### config.mk
export PLATFORM = sky130hd
export DESIGN_NAME = pwm_brm_dac
export DESIGN_NICKNAME = d
export VERILOG_FILES = /design/src/rtl/pwm_brm_pkg.sv /design/src/rtl/pwm_brm_rstsync.sv /design/src/rtl/pwm_brm_timebase.sv /design/src/rtl/pwm_brm_regs.sv /design/src/rtl/pwm_brm_chan.sv /design/src/rtl/pwm_brm_dac.sv
export SDC_FILE = /design/constraint.sdc
export NUM_CORES = 1
export LEC_CHECK = 0
export BUFFER_PORTS_ARGS = -buffer_cell sky130_fd_sc_hd__buf_2
export CAP_MARGIN = 20
export CORE_MARGIN = 4
export CORE_UTILIZATION = 50
export DETAILED_ROUTE_END_ITERATION = 16
export PLACE_DENSITY = 0.65
export SLEW_MARGIN = 10
export SYNTH_ARGS = -nofsm -noshare
export SYNTH_HDL_FRONTEND = slang
export SYNTH_SLANG_ARGS = --single-unit
### constraint.sdc
create_clock -name clk -period 4.6 [get_ports clk]
set_clock_uncertainty 0.2 [all_clocks]
set_input_delay 0.46 -clock clk [delete_from_list [all_inputs] [get_ports clk]]
set_output_delay 0.46 -clock clk [all_outputs]
set_load 0.01 [all_outputs]
### src/rtl/pwm_brm_pkg.sv
package pwm_brm_pkg;

  // Per-channel control bits; member order matches wr_data[VAL_W+3:VAL_W]
  typedef struct packed {
    logic lvl;   // level driven in logic-output mode
    logic mode;  // 1: logic-output mode
    logic inv;   // polarity invert
    logic en;    // channel enable
  } chan_ctl_t;

  localparam int CTL_W = 4;

endpackage

### src/rtl/pwm_brm_rstsync.sv
module pwm_brm_rstsync (
  input  logic clk,
  input  logic rst_n,
  output logic rst_sync_n
);

  logic stage0_q;
  logic stage1_q;

  always_ff @(posedge clk or negedge rst_n) begin
    if (!rst_n) begin
      stage0_q <= 1'b0;
      stage1_q <= 1'b0;
    end else begin
      stage0_q <= 1'b1;
      stage1_q <= stage0_q;
    end
  end

  assign rst_sync_n = stage1_q;

endmodule

### src/rtl/pwm_brm_timebase.sv
module pwm_brm_timebase #(
  parameter int PWM_W = 6,
  parameter int BRM_W = 4,
  localparam int CNT_W = PWM_W + BRM_W
) (
  input  logic             clk,
  input  logic             rst_n,
  output logic [CNT_W-1:0] cnt,
  output logic [BRM_W-1:0] brm_sel,
  output logic             wrap
);

  logic [CNT_W-1:0] cnt_q;
  logic [CNT_W-1:0] cnt_d;
  logic [BRM_W-1:0] period;

  always_comb begin
    cnt_d = cnt_q + 1'b1;
  end

  always_ff @(posedge clk or negedge rst_n) begin
    if (!rst_n) begin
      cnt_q <= '0;
    end else begin
      cnt_q <= cnt_d;
    end
  end

  assign period = cnt_q[CNT_W-1:PWM_W];
  assign wrap   = (cnt_q == {CNT_W{1'b1}});
  assign cnt    = cnt_q;

  // Field bit j (weight 2^j) is selected in 2^j of the 2^BRM_W periods,
  // those whose index has exactly BRM_W-1-j trailing zeros.
  for (genvar j = 0; j < BRM_W; j++) begin : g_sel
    localparam int LEN = BRM_W - j;
    assign brm_sel[j] = (period[LEN-1:0] == LEN'(1 << (LEN - 1)));
  end

endmodule

### src/rtl/pwm_brm_regs.sv
module pwm_brm_regs
  import pwm_brm_pkg::*;
#(
  parameter int NUM_CH = 4,
  parameter int VAL_W  = 10,
  parameter int CH_W   = 2
) (
  input  logic                         clk,
  input  logic                         rst_n,
  input  logic                         wr_en,
  input  logic [CH_W-1:0]              wr_ch,
  input  logic [VAL_W+CTL_W-1:0]       wr_data,
  input  logic                         wrap,
  output logic [NUM_CH-1:0][VAL_W-1:0] act_val,
  output chan_ctl_t [NUM_CH-1:0]       ctl
);

  for (genvar g = 0; g < NUM_CH; g++) begin : g_ch
    logic             hit;
    logic [VAL_W-1:0] stage_q, stage_d;
    logic [VAL_W-1:0] act_q, act_d;
    chan_ctl_t        ctl_q, ctl_d;

    always_comb begin
      hit     = wr_en && (wr_ch == CH_W'(g));
      stage_d = hit ? wr_data[VAL_W-1:0] : stage_q;
      ctl_d   = hit ? chan_ctl_t'(wr_data[VAL_W +: CTL_W]) : ctl_q;
      act_d   = wrap ? stage_q : act_q;
    end

    always_ff @(posedge clk or negedge rst_n) begin
      if (!rst_n) begin
        stage_q <= '0;
        act_q   <= '0;
        ctl_q   <= '0;
      end else begin
        stage_q <= stage_d;
        act_q   <= act_d;
        ctl_q   <= ctl_d;
      end
    end

    assign act_val[g] = act_q;
    assign ctl[g]     = ctl_q;
  end

endmodule

### src/rtl/pwm_brm_chan.sv
module pwm_brm_chan
  import pwm_brm_pkg::*;
#(
  parameter int PWM_W = 6,
  parameter int BRM_W = 4,
  localparam int VAL_W = PWM_W + BRM_W
) (
  input  logic             clk,
  input  logic             rst_n,
  input  logic [PWM_W-1:0] pwm_ph,
  input  logic [BRM_W-1:0] brm_sel,
  input  logic [VAL_W-1:0] value,
  input  chan_ctl_t        ctl,
  output logic             pin
);

  logic [PWM_W-1:0] duty;
  logic             extra;
  logic [PWM_W:0]   limit;
  logic             raw;
  logic             lvl_pre;
  logic             pin_d;
  logic             pin_q;

  always_comb begin
    duty    = value[VAL_W-1:BRM_W];
    extra   = |(brm_sel & value[BRM_W-1:0]);
    limit   = {1'b0, duty} + {{PWM_W{1'b0}}, extra};
    raw     = ({1'b0, pwm_ph} < limit);
    lvl_pre = ctl.mode ? ctl.lvl : (ctl.en & raw);
    pin_d   = lvl_pre ^ ctl.inv;
  end

  always_ff @(posedge clk or negedge rst_n) begin
    if (!rst_n) begin
      pin_q <= 1'b0;
    end else begin
      pin_q <= pin_d;
    end
  end

  assign pin = pin_q;

endmodule

### src/rtl/pwm_brm_dac.sv
module pwm_brm_dac
  import pwm_brm_pkg::*;
#(
  parameter int NUM_CH = 4,
  parameter int PWM_W  = 6,
  parameter int BRM_W  = 4,
  localparam int VAL_W  = PWM_W + BRM_W,
  localparam int CNT_W  = PWM_W + BRM_W,
  localparam int CH_W   = (NUM_CH > 1) ? $clog2(NUM_CH) : 1,
  localparam int DATA_W = VAL_W + CTL_W
) (
  input  logic              clk,
  input  logic              rst_n,
  input  logic              wr_en,
  input  logic [CH_W-1:0]   wr_ch,
  input  logic [DATA_W-1:0] wr_data,
  output logic [NUM_CH-1:0] pin
);

  logic                         rst_sync_n;
  logic [CNT_W-1:0]             cnt;
  logic [BRM_W-1:0]             brm_sel;
  logic                         wrap;
  logic [NUM_CH-1:0][VAL_W-1:0] act_val;
  chan_ctl_t [NUM_CH-1:0]       ctl;

  pwm_brm_rstsync u_rst (
    .clk        (clk),
    .rst_n      (rst_n),
    .rst_sync_n (rst_sync_n)
  );

  pwm_brm_timebase #(.PWM_W(PWM_W), .BRM_W(BRM_W)) u_tb (
    .clk     (clk),
    .rst_n   (rst_sync_n),
    .cnt     (cnt),
    .brm_sel (brm_sel),
    .wrap    (wrap)
  );

  pwm_brm_regs #(.NUM_CH(NUM_CH), .VAL_W(VAL_W), .CH_W(CH_W)) u_regs (
    .clk     (clk),
    .rst_n   (rst_sync_n),
    .wr_en   (wr_en),
    .wr_ch   (wr_ch),
    .wr_data (wr_data),
    .wrap    (wrap),
    .act_val (act_val),
    .ctl     (ctl)
  );

  for (genvar g = 0; g < NUM_CH; g++) begin : g_out
    pwm_brm_chan #(.PWM_W(PWM_W), .BRM_W(BRM_W)) u_chan (
      .clk     (clk),
      .rst_n   (rst_sync_n),
      .pwm_ph  (cnt[PWM_W-1:0]),
      .brm_sel (brm_sel),
      .value   (act_val[g]),
      .ctl     (ctl[g]),
      .pin     (pin[g])
    );
  end

endmodule

Word level (Yosys, flattened, before mapping)
Index checks and enable logic that the tools add are counted.
Cells by class
  add/sub/neg operators: 5
  order comparisons: 4
  eq/ne operators: 7
  muxes and demuxes: 4
  bitwise logic cells: 12
  reductions and logical operators: 9
Operators by type and width (count)
  6-bit by 1-bit adder with 7-bit output: 4
  6-bit by 7-bit < comparator with 1-bit output: 4
  4-bit AND: 4
  4-bit OR reduction: 4
  10-bit by 1-bit adder with 10-bit output, second input constant: 1
  10-bit equality test, second input constant: 1
  2-bit equality test, second input constant: 3
  1-bit AND: 4
  4-bit equality test, second input constant: 1
  1-bit logical AND: 4
  1-bit two-way mux: 4
  1-bit XOR: 4
  3-bit equality test, second input constant: 1
  2-bit by 1-bit equality test with 1-bit output, second input constant: 1
  2-bit zero test: 1
Word-level totals
  bits in registers: 112
  input port bits: 19
  output and inout bits: 4
  logic and storage cells: 72

Logic depth before layout (Yosys ltp)
  depth in word-level cells: 8
  mapped depth: 13
  mapped depth without buffers: 12

Cells and area by module
A second synthesis with hierarchy kept.
Second synthesis, totals
  cells, all modules: 402
  area total of the unflattened synthesis: 5353.9 um^2
Modules (own cells, without submodules)
  pwm_brm_regs: times used 1, cells an instance 204, area each 3572.2 um^2, seq. area each 2402.3 um^2
  pwm_brm_chan: times used 4, cells an instance 39, area each 319.1 um^2, seq. area each 25.0 um^2
  pwm_brm_timebase: times used 1, cells an instance 39, area each 451.7 um^2, seq. area each 250.2 um^2
  pwm_brm_rstsync: times used 1, cells an instance 3, area each 53.8 um^2, seq. area each 50.0 um^2

Worst setup path after synthesis
OpenSTA, ideal clock, no wires.
  path kind: flip-flop to flip-flop
  start: register u_tb.cnt_q[7] (netlist: u_tb.cnt[7])
  end: register g_out[1].u_chan.pin_q
  setup time: 126 ps
  arrival: 2672 ps
  required time: 4274 ps
  setup slack: 1602 ps
  cell stages (with the launch flop): 13
  path buffers: 1
  clock period less this slack: 2998 ps
  path through: dfrtp_1 clkbuf_1 nor4b_1 a221o_1 ha_1 ha_1 nand3_1 xor2_1 ha_1 a21o_1 a31oi_1 o32a_1 nand2_1
On the way
  longest elaborated chain between the ends: 8
  elaborated cells between the ends (all ways): 10
  classes of those cells: 1 x add/sub; 1 x order compare; 3 x eq/ne; 1 x mux; 3 x bitwise; 1 x reduce/logical
RTL lines
  start: declaration: line pwm_brm_timebase.sv:13  | logic [CNT_W-1:0] cnt_q;
  start signal: assignment: line pwm_brm_timebase.sv:25  | cnt_q <= cnt_d;
  4-bit equality test, or another cell as far along: line pwm_brm_timebase.sv:37  | assign brm_sel[j] = (period[LEN-1:0] == LEN'(1 << (LEN - 1)));
  4-bit AND (*): line pwm_brm_chan.sv:27  | extra = |(brm_sel & value[BRM_W-1:0]);
  4-bit OR reduction (*): line pwm_brm_chan.sv:27
  6-bit by 1-bit adder with 7-bit output (*): line pwm_brm_chan.sv:28  | limit = {1'b0, duty} + {{PWM_W{1'b0}}, extra};
  6-bit by 7-bit < comparator with 1-bit output (*): line pwm_brm_chan.sv:29  | raw = ({1'b0, pwm_ph} < limit);
  1-bit AND (*): line pwm_brm_chan.sv:30  | lvl_pre = ctl.mode ? ctl.lvl : (ctl.en & raw);
  1-bit two-way mux (*): line pwm_brm_chan.sv:30
  1-bit XOR (*): line pwm_brm_chan.sv:31  | pin_d = lvl_pre ^ ctl.inv;
  net g_out[1].u_chan.pin_d: line pwm_brm_chan.sv:22  | logic pin_d;
  end signal: assignment: line pwm_brm_chan.sv:38  | pin_q <= pin_d;
  end: declaration: line pwm_brm_chan.sv:23  | logic pin_q;
The timed path passes the listed nets; every way through them passes the cells marked *.
A chain may end at the register's enable or synchronous reset.

Final worst setup path
  start: register u_tb.cnt_q[6] (netlist: u_tb.cnt[6])
  end: register g_out[3].u_chan.pin_q
On the way
  longest elaborated chain between the ends: 8
  elaborated cells between the ends (all ways): 10
  classes of those cells: 1 x add/sub; 1 x order compare; 3 x eq/ne; 1 x mux; 3 x bitwise; 1 x reduce/logical
RTL lines (line)
  4-bit equality test, or another cell as far along: pwm_brm_timebase.sv:37
  4-bit AND (*): pwm_brm_chan.sv:27
  4-bit OR reduction (*): pwm_brm_chan.sv:27
  6-bit by 1-bit adder with 7-bit output (*): pwm_brm_chan.sv:28
  6-bit by 7-bit < comparator with 1-bit output (*): pwm_brm_chan.sv:29
  1-bit AND (*): pwm_brm_chan.sv:30
  1-bit two-way mux (*): pwm_brm_chan.sv:30
  1-bit XOR (*): pwm_brm_chan.sv:31
  net g_out[3].u_chan.pin_d: pwm_brm_chan.sv:22
  end signal: assignment: pwm_brm_chan.sv:38
  end: declaration: pwm_brm_chan.sv:23
Marked as above.

==> metrics.txt <==
result of the run complete, no violations; gpl congestion 0.771; Yosys cell types 32; hold_buf cts 1; Buffers on Ports 22; highest attainable clock frequency 297 MHz; antenna violations before repair 0; buffers plus inverters on the worst setup path 0; cells taking the most area after synthesis sky130_fd_sc_hd__dfrtp_1 (51%), sky130_fd_sc_hd__mux2_2 (11%), sky130_fd_sc_hd__mux2_4 (11%); total wire length 10.8 mm; Initial DRC Count 110; proportion of netlist area held by the largest area contributor 0.508; net count after synthesis 456; core box area around 11000 µm²; Longest Clk Path Bufs 2; Remaining Overflow, GRT 0; Setup Buffers After CTS 0; Die ar. 12800 µm²; Post-Syn Area 5520 µm²; count of final hold-check violations 0; ordered cell list for the critical path nor4b_1 -> a221o_1 -> ha_1 -> ha_1 -> nand3_1 -> xor2_1 -> ha_1 -> a21o_1 -> a31oi_1 -> o32a_1 -> nand2_1; chip height 113 µm; Detailed Place HPWL 7.55 mm; PostCTS Resize Cnt 0; crit-path max cell delay roughly 630 ps; die width 113 µm; Routed WL per cell 18.9 µm; critical path start-end classification flip-flop to flip-flop; Post-Synthesis Cells 408; Post-Syn Area per Cell 13.5 µm²; via count of the routed design ~3200; class of the worst hold path primary input to flip-flop; power per cell area 338 nW/µm²; Worst Tran Pin Value 958 ps; Primary FF master, synth sky130_fd_sc_hd__dfrtp_1; fraction of registers with async set or reset after synthesis 1.00; layout cell share with drive strength beyond 1 0.328; count of flip-flops with a built-in enable after synthesis 0; number of global-route vias before repair around 3400; clock period minus final worst setup slack 3360 ps; setup total negative slack 0 ps; row cnt 38; slew margin rel. 0.361; Antenna Diode Count 0; CP Max Fanout 12; cell taking the most area after synthesis sky130_fd_sc_hd__dfrtp_1; DRC 0; CTS sink count 112; startpoint of the tightest hold check path wr_data[0]; number of buffers created by CTS 9; Data required, critical path 4680 ps; GRT Total Usage 0.186; final number of max-transition violations 0; flop and latch count out of synthesis 112; source-to-sink clock delay at the later pin of the worst-skew pair roughly 390 ps; TritonCTS clock tree yes; origin of the worst setup path u_tb.cnt[6]$_DFF_PN0_; unrepaired setup endpoints after global routing false; count of nets left with antenna violations after detail routing 0; first-pass iteration count of the detailed router 4; Crit Reg-Reg Startpoint u_tb.cnt[6]$_DFF_PN0_; final layout net count between 400 and 500; worst endpoint data arrival time 3440 ps; most used cell, CP sky130_fd_sc_hd__ha_1; cell area after layout 5910 µm²; largest voltage drop on the vdd net 0.204 mV; Warnings, synthesis 0; leakage 2.69 nW; CP Capture Type flip-flop; number of H-tree branching levels 3; slowest library cell on the worst path sky130_fd_sc_hd__nor4b_1; Initial Util 0.509; most used standard cell by instance count after synthesis sky130_fd_sc_hd__dfrtp_1; CTS clk-pin slew, worst paths 110 ps; P&R area growth vs syn 7.16%; proportion of synthesized chip area in sequential cells 0.508; Commonest cells post-synth sky130_fd_sc_hd__dfrtp_1 (112), sky130_fd_sc_hd__mux2_2 (56), sky130_fd_sc_hd__mux2_4 (40); count of maximum capacitance violations 0; number of top-level pins 23; cell family with most CP delay compound AO/OA/AOI/OAI gates; global-route wire length before repair 18.4 mm; period utilisation layout 0.731; number of endpoints failing setup at the final stage 0; kind of launch point of the worst setup path flip-flop; cell at the root of the clock tree sky130_fd_sc_hd__clkbuf_8; maximum number of pins on one net before global-route repair 76; Via density 5.65; Placed Instance Area roughly 5700 µm²
==> registers in the layout (all words and copies together) (netlist names) <==
signal	flops
u_regs.g_ch.act_q	40
u_rst.stage0_q	1
u_tb.cnt	10
u_regs.g_ch.stage_q	40
u_rst.rst_sync_n	1
u_regs.ctl	16
g_out.u_chan.pin	4
==> final timing paths <==
check | endpoint | slack (ps) | depth (start not counted)
max | g_out[3].u_chan.pin$_DFF_PN0_ | 1240 | 11
min | u_regs.g_ch[1].stage_q[0]$_DFFE_PN0P_ | 150 | 2
max reg2reg | g_out[3].u_chan.pin$_DFF_PN0_ | 1240 | 11
min reg2reg | u_rst.rst_sync_n$_DFF_PN0_ | 160 | 0
max in group asynchronous | u_regs.g_ch[2].stage_q[6]$_DFFE_PN0P_ | 2900 | 1
min in group asynchronous | u_rst.stage0_q$_DFF_PN0_ | 180 | 2
==> placed cells by master (no fill, tap or decap), types with 4 or more instances in the layout <==
cell and instances:
sky130_fd_sc_hd__a221o_1 4, sky130_fd_sc_hd__xor2_1 12, sky130_fd_sc_hd__buf_2 22, sky130_fd_sc_hd__nand2_1 24
sky130_fd_sc_hd__and3_1 5, sky130_fd_sc_hd__and4b_1 4, sky130_fd_sc_hd__o21ai_1 4, sky130_fd_sc_hd__o32a_1 4
sky130_fd_sc_hd__dfrtp_1 111, sky130_fd_sc_hd__ha_1 29, sky130_fd_sc_hd__a21oi_1 8, sky130_fd_sc_hd__a21o_1 4
sky130_fd_sc_hd__mux2_4 40, sky130_fd_sc_hd__inv_1 9, sky130_fd_sc_hd__nand3_1 19, sky130_fd_sc_hd__and2_1 4
sky130_fd_sc_hd__nor3b_1 5, sky130_fd_sc_hd__xnor2_1 12, sky130_fd_sc_hd__nor2b_1 4, sky130_fd_sc_hd__a31oi_1 8
sky130_fd_sc_hd__o21ai_0 4, sky130_fd_sc_hd__and3_4 4, sky130_fd_sc_hd__nor2_1 8, sky130_fd_sc_hd__a221oi_1 4
sky130_fd_sc_hd__clkbuf_8 9, sky130_fd_sc_hd__mux2_2 56
==> kinds of logic after synthesis <==
logic type,after synthesis,synth area share
AOI/OAI and AO/OA,40,0.0499
xor gates and xnor gates,24,0.0381
adders and majority gates,29,0.0657
buffers and inverters,25,0.0331
DFF,112,0.508
muxes,96,0.223
other,1,0.000679
and+or+nand+nor,81,0.0816
==> report_power, final <==
group | total [W] | switching [W] | internal, W
clock | 0.000656 | 0.000345 | 0.000311
combinational | 0.000177 | 0.0000699 | 0.000107
sequential | 0.00117 | 0.0000774 | 0.00109
total | 0.00200 | 0.000492 | 0.00151
==> layer usage <==
metal,up-vias,GRT usage,routed length [µm],part of all wire
met3,13,0.0289,250,0.023
met4,0,0.0609,176,0.016
met1,1688,0.263,5270,0.49
met2,24,0.294,5110,0.47
met5,-,0,0,0
li1,1510,-,-,-
==> final cells by class <==
| type | count | area [µm²] |
|---|---|---|
| fillers | 923 | 4930 |
| well taps | 140 | 175 |
| flip-flops and latches | 112 | 2810 |
| clock inverters | 7 | 101 |
| inverters | 9 | 33.8 |
| clock buffers | 9 | 124 |
| multi-input cells | 271 | 2540 |
| repair buffers | 25 | 135 |
==> stage by stage <==
stage	hold slack, ps	cells	worst slack (ps)	utilization	total power [W]
after floorplan	-35.6	408	1050	-	0.00130
after global placement	45.7	556	1290	0.524	0.00135
after detailed placement	50.3	556	1220	0.524	0.00136
after CTS	136	573	1230	0.546	0.00202
after global routing	154	573	941	0.546	0.00209
final	151	573	1240	0.546	0.00200
(Power assumes the default switching activity.)
